**config.mk**
```make
export PLATFORM = sky130hd
export DESIGN_NAME = cmp_irq_ctrl
export DESIGN_NICKNAME = d
export VERILOG_FILES = /design/src/rtl/cmp_pkg.sv /design/src/rtl/cmp_sync.sv /design/src/rtl/cmp_edge_flag.sv /design/src/rtl/cmp_irq_ctrl.sv
export SDC_FILE = /design/constraint.sdc
export NUM_CORES = 1
export LEC_CHECK = 0
export BUFFER_PORTS_ARGS = -buffer_cell sky130_fd_sc_hd__buf_2
export CORE_AREA = 5 5 84 70
export DETAILED_ROUTE_END_ITERATION = 10
export DIE_AREA = 0 0 89 75
export MAX_ROUTING_LAYER = met4
export PLACE_DENSITY = 0.77
export SYNTH_ARGS = -nofsm -noshare
export SYNTH_HDL_FRONTEND = slang
export SYNTH_SLANG_ARGS = --single-unit
```
**constraint.sdc**
```tcl
create_clock -name clk -period 2.29 [get_ports clk]
set_clock_uncertainty 0.1 [all_clocks]
set_input_delay 0.1145 -clock clk [delete_from_list [all_inputs] [get_ports clk]]
set_output_delay 0.1145 -clock clk [all_outputs]
set_load 0.02 [all_outputs]
```
**src/rtl/cmp_pkg.sv**
```systemverilog
package cmp_pkg;

   localparam int CTRL_W = 8;

   typedef enum logic [1:0] {
      SENS_ANY  = 2'b00,
      SENS_RSVD = 2'b01,
      SENS_FALL = 2'b10,
      SENS_RISE = 2'b11
   } sens_e;

   // first member lands in the MSB: enable at bit 7, code at bits 2:0
   typedef struct packed {
      logic       en;
      logic       ie;
      sens_e      sens;
      logic       tick_sel;
      logic [2:0] nsel;
   } ctrl_t;

endpackage

```
**src/rtl/cmp_sync.sv**
```systemverilog
module cmp_sync #(
   parameter int STAGES = 2
) (
   input  logic clk,
   input  logic rst_n,
   input  logic smp_en,
   input  logic d,
   output logic q
);

   generate
      if (STAGES < 2) begin : g_bad_depth
         $error("cmp_sync: STAGES must be at least 2");
      end
   endgenerate

   logic [STAGES-1:0] chain_q;

   always_ff @(posedge clk) begin
      if (!rst_n)
         chain_q <= '0;
      else if (smp_en)
         chain_q <= {chain_q[STAGES-2:0], d};
   end

   assign q = chain_q[STAGES-1];

   AST_SYNC_FROZEN: assert property (@(posedge clk) disable iff (!rst_n)
      !smp_en |=> $stable(q));

endmodule

```
**src/rtl/cmp_edge_flag.sv**
```systemverilog
module cmp_edge_flag
   import cmp_pkg::*;
(
   input  logic  clk,
   input  logic  rst_n,
   input  logic  en,
   input  sens_e sens,
   input  logic  lvl,
   input  logic  clr,
   output logic  flag
);

   logic hist_q;
   logic flag_q;
   logic rise;
   logic fall;
   logic evt;

   assign rise = lvl & ~hist_q;
   assign fall = ~lvl & hist_q;

   always_comb begin
      unique case (sens)
         SENS_ANY:  evt = rise | fall;
         SENS_FALL: evt = fall;
         SENS_RISE: evt = rise;
         default:   evt = 1'b0;
      endcase
      evt = evt & en;
   end

   // history always follows the level, so enabling never sees a stale edge
   always_ff @(posedge clk) begin
      if (!rst_n) begin
         hist_q <= 1'b0;
         flag_q <= 1'b0;
      end else begin
         hist_q <= lvl;
         if (evt)
            flag_q <= 1'b1;
         else if (clr)
            flag_q <= 1'b0;
      end
   end

   assign flag = flag_q;

   AST_RSVD_QUIET: assert property (@(posedge clk) disable iff (!rst_n)
      (sens == SENS_RSVD && !flag_q) |=> !flag_q);
   AST_OFF_QUIET: assert property (@(posedge clk) disable iff (!rst_n)
      (!en && !flag_q) |=> !flag_q);
   AST_EVENT_WINS: assert property (@(posedge clk) disable iff (!rst_n)
      evt |=> flag_q);
   AST_CLEAR_DROPS: assert property (@(posedge clk) disable iff (!rst_n)
      (clr && !evt) |=> !flag_q);

endmodule

```
**src/rtl/cmp_irq_ctrl.sv**
```systemverilog
module cmp_irq_ctrl
   import cmp_pkg::*;
#(
   parameter int NUM_CMP     = 4,
   parameter int SYNC_STAGES = 2,
   parameter int ADDR_W      = $clog2(NUM_CMP + 1)
) (
   input  logic                   clk,
   input  logic                   rst_n,
   input  logic                   io_tick,
   input  logic                   fast_tick,
   input  logic [NUM_CMP-1:0]     cmp_raw,
   input  logic                   wr_en,
   input  logic [ADDR_W-1:0]      wr_addr,
   input  logic [7:0]             wr_data,
   input  logic [ADDR_W-1:0]      rd_addr,
   output logic [7:0]             rd_data,
   output logic [3*NUM_CMP-1:0]   neg_sel,
   output logic [NUM_CMP-1:0]     irq
);

   localparam int              FLAG_LSB  = 4;
   localparam logic [ADDR_W-1:0] STAT_ADDR = ADDR_W'(NUM_CMP);

   generate
      if (NUM_CMP < 1 || NUM_CMP > 4) begin : g_bad_count
         $error("cmp_irq_ctrl: NUM_CMP must be 1 to 4");
      end
      if ((1 << ADDR_W) <= NUM_CMP) begin : g_bad_addr
         $error("cmp_irq_ctrl: ADDR_W too narrow for status address");
      end
   endgenerate

   ctrl_t              ctrl_q [NUM_CMP];
   logic [NUM_CMP-1:0] lvl;
   logic [NUM_CMP-1:0] lvl_vis;
   logic [NUM_CMP-1:0] flag;
   logic [NUM_CMP-1:0] clr;
   logic [NUM_CMP-1:0] smp_en;
   logic               stat_wr;

   assign stat_wr = wr_en && (wr_addr == STAT_ADDR);

   generate
      for (genvar n = 0; n < NUM_CMP; n++) begin : g_ch
         logic ctrl_wr;
         assign ctrl_wr = wr_en && (wr_addr == ADDR_W'(n));

         always_ff @(posedge clk) begin
            if (!rst_n)
               ctrl_q[n] <= '0;
            else if (ctrl_wr)
               ctrl_q[n] <= ctrl_t'(wr_data);
         end

         assign smp_en[n] = ctrl_q[n].tick_sel ? fast_tick : io_tick;
         assign clr[n]    = stat_wr & wr_data[FLAG_LSB+n];

         cmp_sync #(.STAGES(SYNC_STAGES)) u_sync (
            .clk    (clk),
            .rst_n  (rst_n),
            .smp_en (smp_en[n]),
            .d      (cmp_raw[n]),
            .q      (lvl[n])
         );

         cmp_edge_flag u_edge (
            .clk   (clk),
            .rst_n (rst_n),
            .en    (ctrl_q[n].en),
            .sens  (ctrl_q[n].sens),
            .lvl   (lvl[n]),
            .clr   (clr[n]),
            .flag  (flag[n])
         );

         assign lvl_vis[n]         = lvl[n] & ctrl_q[n].en;
         assign irq[n]             = flag[n] & ctrl_q[n].en & ctrl_q[n].ie;
         assign neg_sel[3*n +: 3]  = ctrl_q[n].nsel;

         AST_IRQ_OFF_AFTER_DISABLE: assert property (@(posedge clk) disable iff (!rst_n)
            (ctrl_wr && !wr_data[7]) |=> !irq[n]);
         AST_LEVEL_HIDDEN_WHEN_OFF: assert property (@(posedge clk) disable iff (!rst_n)
            (ctrl_wr && !wr_data[7]) |=> !lvl_vis[n]);
      end
   endgenerate

   always_comb begin
      rd_data = '0;
      if (rd_addr == STAT_ADDR) begin
         rd_data[NUM_CMP-1:0]                 = lvl_vis;
         rd_data[FLAG_LSB +: NUM_CMP]         = flag;
      end else begin
         for (int k = 0; k < NUM_CMP; k++)
            if (rd_addr == ADDR_W'(k))
               rd_data = ctrl_q[k];
      end
   end

endmodule

```
# Word level (Yosys, flattened, before mapping)
# Memory sizes are Yosys's and may differ from the RTL's.
# Cells that the tools add are included.
# word_totals
regBits	16
mem_bits_rw	32
input_bits	23
memories	1
# mem_list
name	depth	word_bits	rd	rd_clocked_by_memory_dff	write_ports	line	text
ctrl_q	4	8	4	0	4	cmp_irq_ctrl.sv:34	ctrl_t ctrl_q [NUM_CMP];
# classes
eq_ne	16
mux	38
bitwise_logic	44
reduce_logical	15
# ops
operator	n
$mux 8	9
$and 1x1->1	28
$mux 1	25
$eq 2x2->1 const B	8
$eq 3x2->1 const B	4
$pmux 1 s3	4
$logic_not 2->1	4
$not 1->1	8
$or 1x1->1	8
$reduce_bool 2->1	4
$eq 3x1->1 const B	2
$eq 3x3->1 const B	2
$logic_not 3->1	2
$logic_and 1x1->1	5

# Logic depth before layout (Yosys ltp)
# Gate-level depths: netlist of the first run.
# logic_depth
depth_word	6
ltp_mapped	5
depth_no_buf	5

# By module
# A second synthesis of the first run with hierarchy kept.
# hier_totals
cells_unflattened	227
hier_area_um2	2568.7
# modules_own_cells
mod	instances	cells_per_inst	area_each_um2	seq_area_each_um2
cmp_irq_ctrl	1	143	1783.0	960.9
cmp_edge_flag	4	15	123.9	40.0
cmp_sync	4	6	72.6	40.0

# Least setup slack after synthesis of the first run
# Ideal clock, no wire load.
# synth_path
path_type	input to register
start	input port wr_addr[0]
end	memory ctrl_q[0][0] in the netlist's numbering, enable pin
setup_time_ns	0.387
arrival_ns	1.029
setup_slack_ns	0.774
cell_stages	2
path_cell_list	nand2b_1 -> o31ai_1
# synth_rtl
item	line	text
start: declaration	cmp_irq_ctrl.sv:14	input logic [ADDR_W-1:0] wr_addr,
end: declaration	cmp_irq_ctrl.sv:34	

==> metrics.md, run 1 <==
| Metric | Value |
|---|---|
| Top FF cell, synth | `edfxtp_1` |
| Residual DRC | `0` |
| Critical Path, Cell by Cell | `mux4_2, inv_1, o21ai_0, buf_2` |
| # rows | `23` |
| Max-Cap Viols | `0` |
| Postcts setup bufs | `0` |
| RSZ-0062 raised after global routing | `false` |
| Vias in the first global route | `1792` |
| Syn_area_per_cell | `11.5 sq um` |
| Initial Utilization | `53.5%` |
| Reg clk slew, reported paths | `90 ps` |
| Finished layout cell area | `roughly 3000 sq um` |
| Most frequent cells in the layout | `buf_2 (46), and2_1 (36), edfxtp_1 (32)` |
| Final period util | `approximately 80%` |
| HP Class | `input port to flip-flop` |
| Worst Tran Pin Value | `570 ps` |
| Core Footprint | `4920 sq um` |
| Slew HR | `61.9%` |
| Placed instance area | `2850 sq um` |
| Post_cts resized | `0` |
| Clk_lat worst skew | `300 ps` |
| Hold wc startpoint | `wr_data[0]` |
| Top-area cell type share of the netlist area | `36.5%` |
| Origin of the critical flop-to-flop path | `g_ch[1].u_sync.chain_q[1]$_SDFFE_PN0P_` |
| #FFs+latches synth | `48` |
| Horiz. Die Dim | `89 um` |
| Max FO, Critical Path | `2` |
| WL final | `about 5600 um` |
| CP peak stage delay | `470 ps` |
| Kind of critical path | `flip-flop to output pin` |
| Die Ht | `75 um` |
| Total Negative Setup Slacks | `0 ps` |
| CTS buffer count | `5` |
| Total number of vias | `1792` |
| Crit-path slowest cell | `mux4_2` |
| Hold Crit Endpoint | `ctrl_q[3][0]$_SDFFCE_PN0P_` |
| Setup ws final | `a little over 500 ps` |
| CTS tree | `yes` |
| WL/cell | `16.7 um` |
| Largest net degree at the start of global routing | `24` |
| Area growth, synth to finish | `13.9%` |
| Final core utilization | `between 60% and 70%` |
| Nets | `304` |
| Share of cells above drive strength 1 | `between 20 and 25%` |
| Worst path arrival time | `~1600 ps` |
| First-pass GRT wire length | `8990 um` |
| H-tree levels | `2` |
| Worst reg2reg path depth | `4` |
| Full die area | `6680 sq um` |
| Post-DP HPWL | `4130 um` |
| Post-synth ARST share | `0%` |
| Sequential Area | `1280 sq um` |
| Setup slack, reg-to-reg | `850 ps` |
| Routed vias/inst | `between 5 and 6` |
| Hold WS | `~12 ps` |
| Post-synth EDFFs | `32` |
| Outcome | `complete, no violations` |
| Syn_nets | `261` |
| I/O Pins | `47` |
| Sequential share of the synthesized area | `48.6%` |
| Element type at the critical path end | `output pin` |
| Fill cells | `415` |
| WHS Path Cells | `2` |
| Commonest non-fill, non-tap cell in the layout | `buf_2` |
| R2R Path End | `g_ch[1].u_edge.flag$_SDFFE_PN0P_` |
| Pwr dens | `632 nW/um^2` |
| Initial antenna violation count | `0` |
| Port buffer count | `46` |
| Post-Synthesis Cells | `230` |
| Final setup fails | `0` |
| Crit path time final | `1780 ps` |
| Synth area leaders | `edfxtp_1 (36%), dfxtp_1 (12%), mux2i_1 (11%), and2_1 (8.5%), buf_4 (4.3%)` |
| DR pass1 iterations | `4` |
| Post-DRT Antenna Nets | `0` |
| Fmax | `562 MHz` |
| Final GP Congestion | `0.843` |
| Final Hold Vio Count | `0` |
| CTS Buffer Depth | `2` |
| Netlist cell types | `31` |
| LEAKAGE | `between 1 and 1.5 nW` |
| WP data required | `around 2100 ps` |
| Warnings, synthesis | `0` |
| Peak VDD IR | `0.000405 V` |
| Fin. max-slew vios | `0` |
| Post-Synthesis Cell Area | `between 2000 and 3000 sq um` |
| Ant. Diodes | `0` |
| Grt total ovfl | `0` |
| Area occupied by multi-input gates | `about 1200 sq um` |
| Detailed Route Iter0 Violations | `75` |
| Largest area contributor in the netlist | `edfxtp_1` |
| Startpoint types | `flip-flop` |
| GR Util All Layers | `18.9%` |
| # clock sinks | `48` |
| Clock root buffer master | `clkbuf_8` |
| Pre-CTS setup slack | `687 ps` |
what timing repair did:
| action | in CTS | in global routing |
|---|---|---|
| hold buffers | 4 | 0 |
| setup endpoints to repair | 0 | 0 |
| hold endpoints to repair | 4 | 0 |
sequential cells by signal (all words and copies together) (netlist names):
signal               flops
ctrl_q                  32
g_ch.u_edge.flag         4
g_ch.u_edge.hist_q       4
g_ch.u_sync.chain_q      8
metrics by stage:
| step | total power, W | cells |
|---|---|---|
| floorplan | 0.00122 | 230 |
| global placement | 0.00130 | 324 |
| detailed placement | 0.00130 | 324 |
| CTS | 0.00191 | 336 |
| global route | 0.00198 | 336 |
| finish | 0.00190 | 336 |
final cells by class:
class | instances | area share, %
Clock buffer | 6 | 2.42
Clock inverter | 2 | 1.17
Inverter | 14 | 1.75
Multi-Input combinational cell | 148 | 38.9
Sequential cell | 48 | 42.7
Tap cell | 62 | 2.58
Timing Repair Buffer | 56 | 10.5
worst max-delay path by stage:
stage                               start                         end  slack [ps]  cells past startpoint
6_report       ctrl_q[2][3]$_SDFFCE_PN0P_                  rd_data[3]         510                      4
2_1_floorplan                  wr_addr[0]  ctrl_q[0][0]$_SDFFCE_PN0P_         770                      2
3_5_place_dp                   rd_addr[0]                  rd_data[3]         690                      5
4_1_cts        ctrl_q[2][3]$_SDFFCE_PN0P_                  rd_data[3]         520                      4
5_1_grt        ctrl_q[2][1]$_SDFFCE_PN0P_                  rd_data[1]         430                      4
3_3_place_gp                   rd_addr[0]                  rd_data[3]         710                      5
kinds of logic (layout without fill, tap and decap cells):
family / after synthesis / count (layout) / share of synthesized area, %
flip-flops: 48 / 48 / 48.6
adder cells (fa/ha/maj): 8 / 8 / 3.80
AO/OA/AOI/OAI: 28 / 28 / 7.50
buffers and inverters: 34 / 78 / 7.08
AND/OR/NAND/NOR: 80 / 80 / 18.9
multiplexers: 32 / 32 / 14.1
metal layers:
metal | global-route usage [%] | wire, um
met1 | 25.8 | 2640
met2 | 28.8 | 2570
met3 | 3.83 | 315
met4 | 5.62 | 79
met5 | - | 0
cells in the mapped netlist, types with 6 or more instances:
| library cell | number |
|---|---|
| and2_1 | 36 |
| buf_4 | 15 |
| dfxtp_1 | 16 |
| edfxtp_1 | 32 |
| ha_1 | 8 |
| inv_1 | 14 |
| mux2i_1 | 28 |
| nand2b_1 | 6 |
| nor2_1 | 13 |
| nor2b_1 | 8 |
| o21ai_0 | 6 |
report_power, final:
group | leakage [nW] | switching (W) | internal, W
registers | 0.440 | 0.0000400 | 0.000975
logic | 0.774 | 0.000152 | 0.000120
clock network | 0.0552 | 0.000286 | 0.000324
critical path: cells and delay by family (launching register included):
kind	cells	cell delay (ps)
buffers and inverters	2	260
DFF	1	430
muxes	1	470
AOI/OAI and AO/OA	1	110
(Power assumes the default switching activity.)
==> run 2: changes to the inputs <==
Clock period 2.29 ns to 1.81 ns, I/O delays scaled along.
==> metrics.md, run 2 (same netlist as run 1, synthesis figures left out) <==
| Metric | Value |
|---|---|
| Port buffer count | `46 (unchanged)` |
| HP Class | `input port to flip-flop (unchanged)` |
| DR pass1 iterations | `4 (unchanged)` |
| Routed vias/inst | `5.28 (was 5.33)` |
| Net Sw Frac | `25.7% (was 25.2%)` |
| Dpl cells | `326 (was 324)` |
| Startpoint types | `flip-flop (unchanged)` |
| CTS tree | `yes (unchanged)` |
| Area occupied by multi-input gates | `1170 sq um (unchanged)` |
| Share of cells above drive strength 1 | `25.2% (was 24.5%)` |
| I/O Pins | `47 (unchanged)` |
| Die Ht | `75 um (unchanged)` |
| M2 GR Usage | `28.6% (was 28.8%)` |
| CP Buf/Inv Count | `2 (unchanged)` |
| WL/cell | `16.3 um (was 16.7 um)` |
| GR Layer Usage met3 | `4.70% (was 3.83%)` |
| WHS Path Cells | `2 (unchanged)` |
| WP data required | `1620 ps (was 2080 ps)` |
| Residual DRC | `0 (unchanged)` |
| Clock power frac | `32.8% (was 32.2%)` |
| Initial antenna violation count | `0 (unchanged)` |
| Clock root buffer master | `clkbuf_8 (unchanged)` |
| Peak VDD IR | `0.000415 V (was 0.000405 V)` |
| Sequential fraction of design power | `52.6% (was 53.5%)` |
| Biggest register | `ctrl_q (unchanged)` |
| H-tree levels | `2 (unchanged)` |
| Fill cells | `400 (was 415)` |
| Post-DRT Antenna Nets | `0 (unchanged)` |
| Reg clk slew, reported paths | `90 ps (about the same)` |
| Fin. max-slew vios | `0 (unchanged)` |
| Critical Path, Cell by Cell | `mux4_2, inv_1, o21ai_0, buf_2 (unchanged)` |
| Largest net degree at the start of global routing | `21 (was 24)` |
| Outcome | `complete, no violations (unchanged)` |
| Final Hold Vio Count | `0 (unchanged)` |
| Total Negative Setup Slacks | `0 ps (unchanged)` |
| Worst path arrival time | `1530 ps (was 1560 ps)` |
| Worst reg2reg path depth | `4 (unchanged)` |
| Grt total ovfl | `0 (unchanged)` |
| CTS Buffer Depth | `2 (unchanged)` |
| Finished Layout Cells | `344 (was 336)` |
| Initial Utilization | `53.5% (unchanged)` |
| Pwr dens | `790 nW/um^2 (was 632 nW/um^2)` |
| Combinational cell fraction of total power | `14.6% (was 14.3%)` |
| Area growth, synth to finish | `17.0% (was 13.9%)` |
| LEAKAGE | `1.31 nW (was 1.27 nW)` |
| Number of cells on the critical path | `4 (unchanged)` |
| Nets | `312 (was 304)` |
| WL final | `5620 um (was 5610 um)` |
| Crit-path slowest cell | `mux4_2 (unchanged)` |
| Final GP Congestion | `0.810 (was 0.843)` |
| CTS buffer count | `5 (unchanged)` |
| Worst Tran Pin Value | `487 ps (was 570 ps)` |
| Psw | `0.000625 W (was 0.000478 W)` |
| Commonest non-fill, non-tap cell in the layout | `buf_2 (unchanged)` |
| Crit path time final | `1720 ps` |
| Full die area | `6680 sq um (unchanged)` |
| Sequential Area | `1280 sq um (unchanged)` |
| Ant. Diodes | `0 (unchanged)` |
| Largest registers | `ctrl_q (32), g_ch.u_sync.chain_q (8) (unchanged)` |
| Max FO, Critical Path | `2 (unchanged)` |
| Total number of vias | `1818 (was 1792)` |
| # clock sinks | `48 (unchanged)` |
| RSZ-0062 raised after global routing | `false (unchanged)` |
| Crit path max-delay family | `multiplexers (unchanged)` |
| Max-Cap Viols | `0 (unchanged)` |
| Detailed Route Iter0 Violations | `97 (was 75)` |
| Layer with the highest usage | `met2 (unchanged)` |
| Kind of critical path | `flip-flop to output pin (unchanged)` |
| CP peak stage delay | `470 ps (about the same)` |
| Element type at the critical path end | `output pin (unchanged)` |
| Post-DP HPWL | `4180 um (was 4130 um)` |
| # rows | `23 (unchanged)` |
| GR Util met1 | `25.7% (was 25.8%)` |
| Clk_lat worst skew | `310 ps (was 300 ps)` |
| First-pass GRT wire length | `8890 um (was 8990 um)` |
| P_int | `0.00181 W (was 0.00142 W)` |
| Fmax | `582 MHz` |
| GR Util All Layers | `18.7% (was 18.9%)` |
| Final setup fails | `0 (unchanged)` |
| Max FFs per register | `32 (unchanged)` |
| Core Footprint | `4920 sq um (unchanged)` |
| Final period util | `95.0%` |
| Vias in the first global route | `1739 (was 1792)` |
| Most frequent cells in the layout | `buf_2 (46), and2_1 (36), edfxtp_1 (32) (unchanged)` |
| Slew HR | `67.4% (was 61.9%)` |
| Horiz. Die Dim | `89 um (unchanged)` |
-- run 2: through the flow --
step | hold WS (ps) | util, % | worst slack (ps) | cell area [sq um] | total power, W
after floorplan | 157 | - | 318 | 2640 | 0.00154
after global placement | 249 | 58.3 | 271 | 2870 | 0.00164
after detailed placement | 253 | 58.3 | 272 | 2870 | 0.00165
after CTS | 8.85 | 62.5 | 88.7 | 3080 | 0.00245
after global routing | 6.26 | 62.6 | 26.7 | 3080 | 0.00254
final | 17.5 | 62.6 | 91.1 | 3080 | 0.00244
-- run 2: worst paths after layout --
kind	startpoint	endpoint	slack (ps)
hold / removal	wr_data[7]	ctrl_q[3][7]$_SDFFCE_PN0P_	20
hold reg to reg	g_ch[0].u_sync.chain_q[0]$_SDFFE_PN0P_	g_ch[0].u_sync.chain_q[1]$_SDFFE_PN0P_	410
setup reg to reg	g_ch[0].u_sync.chain_q[1]$_SDFFE_PN0P_	g_ch[0].u_edge.flag$_SDFFE_PN0P_	420
setup / recovery	ctrl_q[2][3]$_SDFFCE_PN0P_	rd_data[3]	90
-- run 2: worst register-to-register path, cell delays in order, from the launching register on --
cell and delay (ps):
dfxtp_1 420, ha_1 260, o21ba_2 190, a211oi_1 220
o21a_1 150
-- run 2: power by group through the flow --
stage | Combinational [W] | Sequential, W | Clock, W
floorplan | 0.000249 | 0.00129 | 0
detailed placement | 0.000339 | 0.00131 | 0
global route | 0.000390 | 0.00129 | 0.000858
finish | 0.000355 | 0.00128 | 0.000799
CTS | 0.000355 | 0.00128 | 0.000812
global placement | 0.000334 | 0.00131 | 0
-- run 2: area by class of cell --
cell class | instances | area share (%)
Clock buffer | 5 | 2.23
Clock inverter | 3 | 1.54
Inverter | 14 | 1.70
Multi-Input combinational cell | 148 | 37.9
Sequential cell | 48 | 41.6
Tap cell | 62 | 2.52
Timing Repair Buffer | 64 | 12.6
-- run 2: what timing repair did --
item                       in CTS  in global routing
hold endpoints to repair       19                  0
hold buffers                    9                  0
gates resized for setup         0                  1
setup buffers                   0                  1
setup endpoints to repair       0                  1
-- run 2: metal layers --
metal  vias up  share of wire, %
met3         4               6.3
li1        901                 -
met5         -                 0
met4         0              0.59
met1       856                46
met2        57                47
==> run 3: changes to the inputs <==
Settings changed: RECOVER_POWER from default to 25, SKIP_LAST_GASP from default to 1.
==> metrics.md, run 3 (same netlist as run 1, synthesis figures left out) <==
| Metric | Value |
|---|---|
| Outcome | `complete, no violations (unchanged)` |
| CP Buf/Inv Count | `2 (unchanged)` |
| Biggest register | `ctrl_q (unchanged)` |
| Fill cells | `415 (was 400)` |
| I/O Pins | `47 (unchanged)` |
| Detailed Route Iter0 Violations | `95 (was 97)` |
| Largest registers | `ctrl_q (32), g_ch.u_sync.chain_q (8) (unchanged)` |
| WP data required | `1620 ps (about the same)` |
| Die Ht | `75 um (unchanged)` |
| Kind of critical path | `flip-flop to output pin (unchanged)` |
| R2R Path End | `g_ch[0].u_edge.flag$_SDFFE_PN0P_ (unchanged)` |
| Final core utilization | `62.1% (was 62.6%)` |
| Final period util | `94.7% (was 95.0%)` |
| Sequential Area | `1280 sq um (unchanged)` |
| HP Class | `input port to flip-flop (unchanged)` |
| Pre-CTS setup slack | `272 ps (unchanged)` |
| Nets | `312 (unchanged)` |
| Final setup fails | `0 (unchanged)` |
| Crit-path slowest cell | `mux4_2 (unchanged)` |
| CTS Buffer Depth | `2 (unchanged)` |
| Crit path max-delay family | `multiplexers (unchanged)` |
| First-pass GRT wire length | `8890 um (unchanged)` |
| # rows | `23 (unchanged)` |
| Worst reg2reg path depth | `4 (unchanged)` |
| End of the critical path | `rd_data[3] (unchanged)` |
| Total Negative Setup Slacks | `0 ps (unchanged)` |
| Clk_lat worst skew | `300 ps (was 310 ps)` |
| DR pass1 iterations | `4 (unchanged)` |
| Slew HR | `64.8% (was 67.4%)` |
| Horiz. Die Dim | `89 um (unchanged)` |
| Total number of vias | `1821 (was 1818)` |
| Worst path arrival time | `1520 ps (was 1530 ps)` |
| Initial antenna violation count | `0 (unchanged)` |
| Full die area | `6680 sq um (unchanged)` |
| Max-Cap Viols | `0 (unchanged)` |
| Area occupied by multi-input gates | `1170 sq um (unchanged)` |
| GR Util All Layers | `18.7% (unchanged)` |
| Element type at the critical path end | `output pin (unchanged)` |
| Final GP Congestion | `0.810 (unchanged)` |
| Crit path time final | `1710 ps (was 1720 ps)` |
| WL final | `5630 um (was 5620 um)` |
| Initial Utilization | `53.5% (unchanged)` |
| Peak VDD IR | `0.000435 V (was 0.000415 V)` |
| Max FFs per register | `32 (unchanged)` |
| Post-DP HPWL | `4180 um (unchanged)` |
| CTS buffer count | `5 (unchanged)` |
| Startpoint types | `flip-flop (unchanged)` |
| Max FO, Critical Path | `2 (unchanged)` |
| Commonest non-fill, non-tap cell in the layout | `and2_1 (was buf_2)` |
| Most frequent cells in the layout | `and2_1 (35), buf_2 (34), edfxtp_1 (32) (was buf_2 (46), and2_1 (36), edfxtp_1 (32))` |
| Routed vias/inst | `5.29 (was 5.28)` |
| H-tree levels | `2 (unchanged)` |
| Grt total ovfl | `0 (unchanged)` |
| LEAKAGE | `1.26 nW (was 1.31 nW)` |
| RSZ-0062 raised after global routing | `false (unchanged)` |
| Reg clk slew, reported paths | `100 ps (was 90 ps)` |
| Vias in the first global route | `1739 (unchanged)` |
| Hold WS | `19.8 ps (was 17.5 ps)` |
| Critical Path, Cell by Cell | `mux4_2, inv_1, o21ai_0, buf_2 (unchanged)` |
| Share of cells above drive strength 1 | `19.9% (was 25.2%)` |
| Ant. Diodes | `0 (unchanged)` |
| Final Hold Vio Count | `0 (unchanged)` |
| CTS tree | `yes (unchanged)` |
| Origin of the critical flop-to-flop path | `g_ch[0].u_sync.chain_q[1]$_SDFFE_PN0P_ (unchanged)` |
| Number of cells on the critical path | `4 (unchanged)` |
| # clock sinks | `48 (unchanged)` |
| Fin. max-slew vios | `0 (unchanged)` |
| Critical Path Start | `ctrl_q[3][3]$_SDFFCE_PN0P_ (was ctrl_q[2][3]$_SDFFCE_PN0P_)` |
| CP peak stage delay | `480 ps (was 470 ps)` |
| Residual DRC | `0 (unchanged)` |
| Setup ws final | `95.6 ps (was 91.1 ps)` |
| Clock root buffer master | `clkbuf_8 (unchanged)` |
| Largest net degree at the start of global routing | `21 (unchanged)` |
| Port buffer count | `46 (unchanged)` |
| Core Footprint | `4920 sq um (unchanged)` |
| Pwr dens | `794 nW/um^2 (was 790 nW/um^2)` |
| Area growth, synth to finish | `16.0% (was 17.0%)` |
| WL/cell | `16.4 um (was 16.3 um)` |
| Setup slack, reg-to-reg | `430 ps (was 420 ps)` |
| Post-DRT Antenna Nets | `0 (unchanged)` |
| Fmax | `583 MHz (was 582 MHz)` |
| Worst Tran Pin Value | `528 ps (was 487 ps)` |
run 3: cell types whose count changed in the layout (fill, tap and decap cells not counted):
cell	previous run	this run
buf_2	46	34
and2_1	36	35
buf_4	9	6
and2_0	0	1
clkbuf_1	0	15
run 3: per-stage QoR:
stage | cell area (sq um) | power (W) | instances
after global placement | 2870 | 0.00164 | 326
after global routing | 3060 | 0.00253 | 344
after detailed placement | 2870 | 0.00165 | 326
final | 3060 | 0.00243 | 344
after CTS | 3080 | 0.00245 | 343
after floorplan | 2640 | 0.00154 | 230
run 3: worst min path at each step:
stage | end | cells after the start | slack (ps) | start
floorplan | g_ch[0].u_sync.chain_q[0]$_SDFFE_PN0P_ | 2 | 160 | cmp_raw[0]
global placement | g_ch[1].u_sync.chain_q[0]$_SDFFE_PN0P_ | 3 | 250 | cmp_raw[1]
detailed placement | g_ch[3].u_sync.chain_q[0]$_SDFFE_PN0P_ | 3 | 250 | cmp_raw[3]
CTS | ctrl_q[1][7]$_SDFFCE_PN0P_ | 2 | 9 | wr_data[7]
global route | ctrl_q[1][7]$_SDFFCE_PN0P_ | 2 | 6 | wr_data[7]
finish | ctrl_q[0][7]$_SDFFCE_PN0P_ | 2 | 20 | wr_data[7]
run 3: worst reg2reg max path, stage by stage, from the launching register on:
cell,delay (ps)
dfxtp_1,410
ha_1,260
o21ba_2,190
a211oi_1,220
o21a_1,150
run 3: layer usage:
metal  GRT usage, %  vias to the layer above  wire length [um]
li1               -                      900                 -
met1           25.7                      868              2600
met2           28.6                       49              2670
met3           4.70                        4               330
met4           3.47                        0                31
met5              -                        -                 0
run 3: timing repair:
action                                 in CTS  in global routing
endpoints found under the hold margin      19                  0
buffers inserted                            0                  1
setup endpoints to repair                   0                  1
gates resized for setup                     0                  1
hold buffers                                9                  0
run 3: final cells by class:
type | count | area share [%]
multi-input combinational | 148 | 38.2
clock inverter | 3 | 1.56
inverter | 14 | 1.72
tap | 62 | 2.54
timing repair buffer | 64 | 11.8
sequential | 48 | 41.9
clock buffer | 5 | 2.25
run 3: report_power, final:
part           internal, W  switching [W]
registers          0.00123      0.0000493
logic             0.000153       0.000194
clock network     0.000416       0.000380
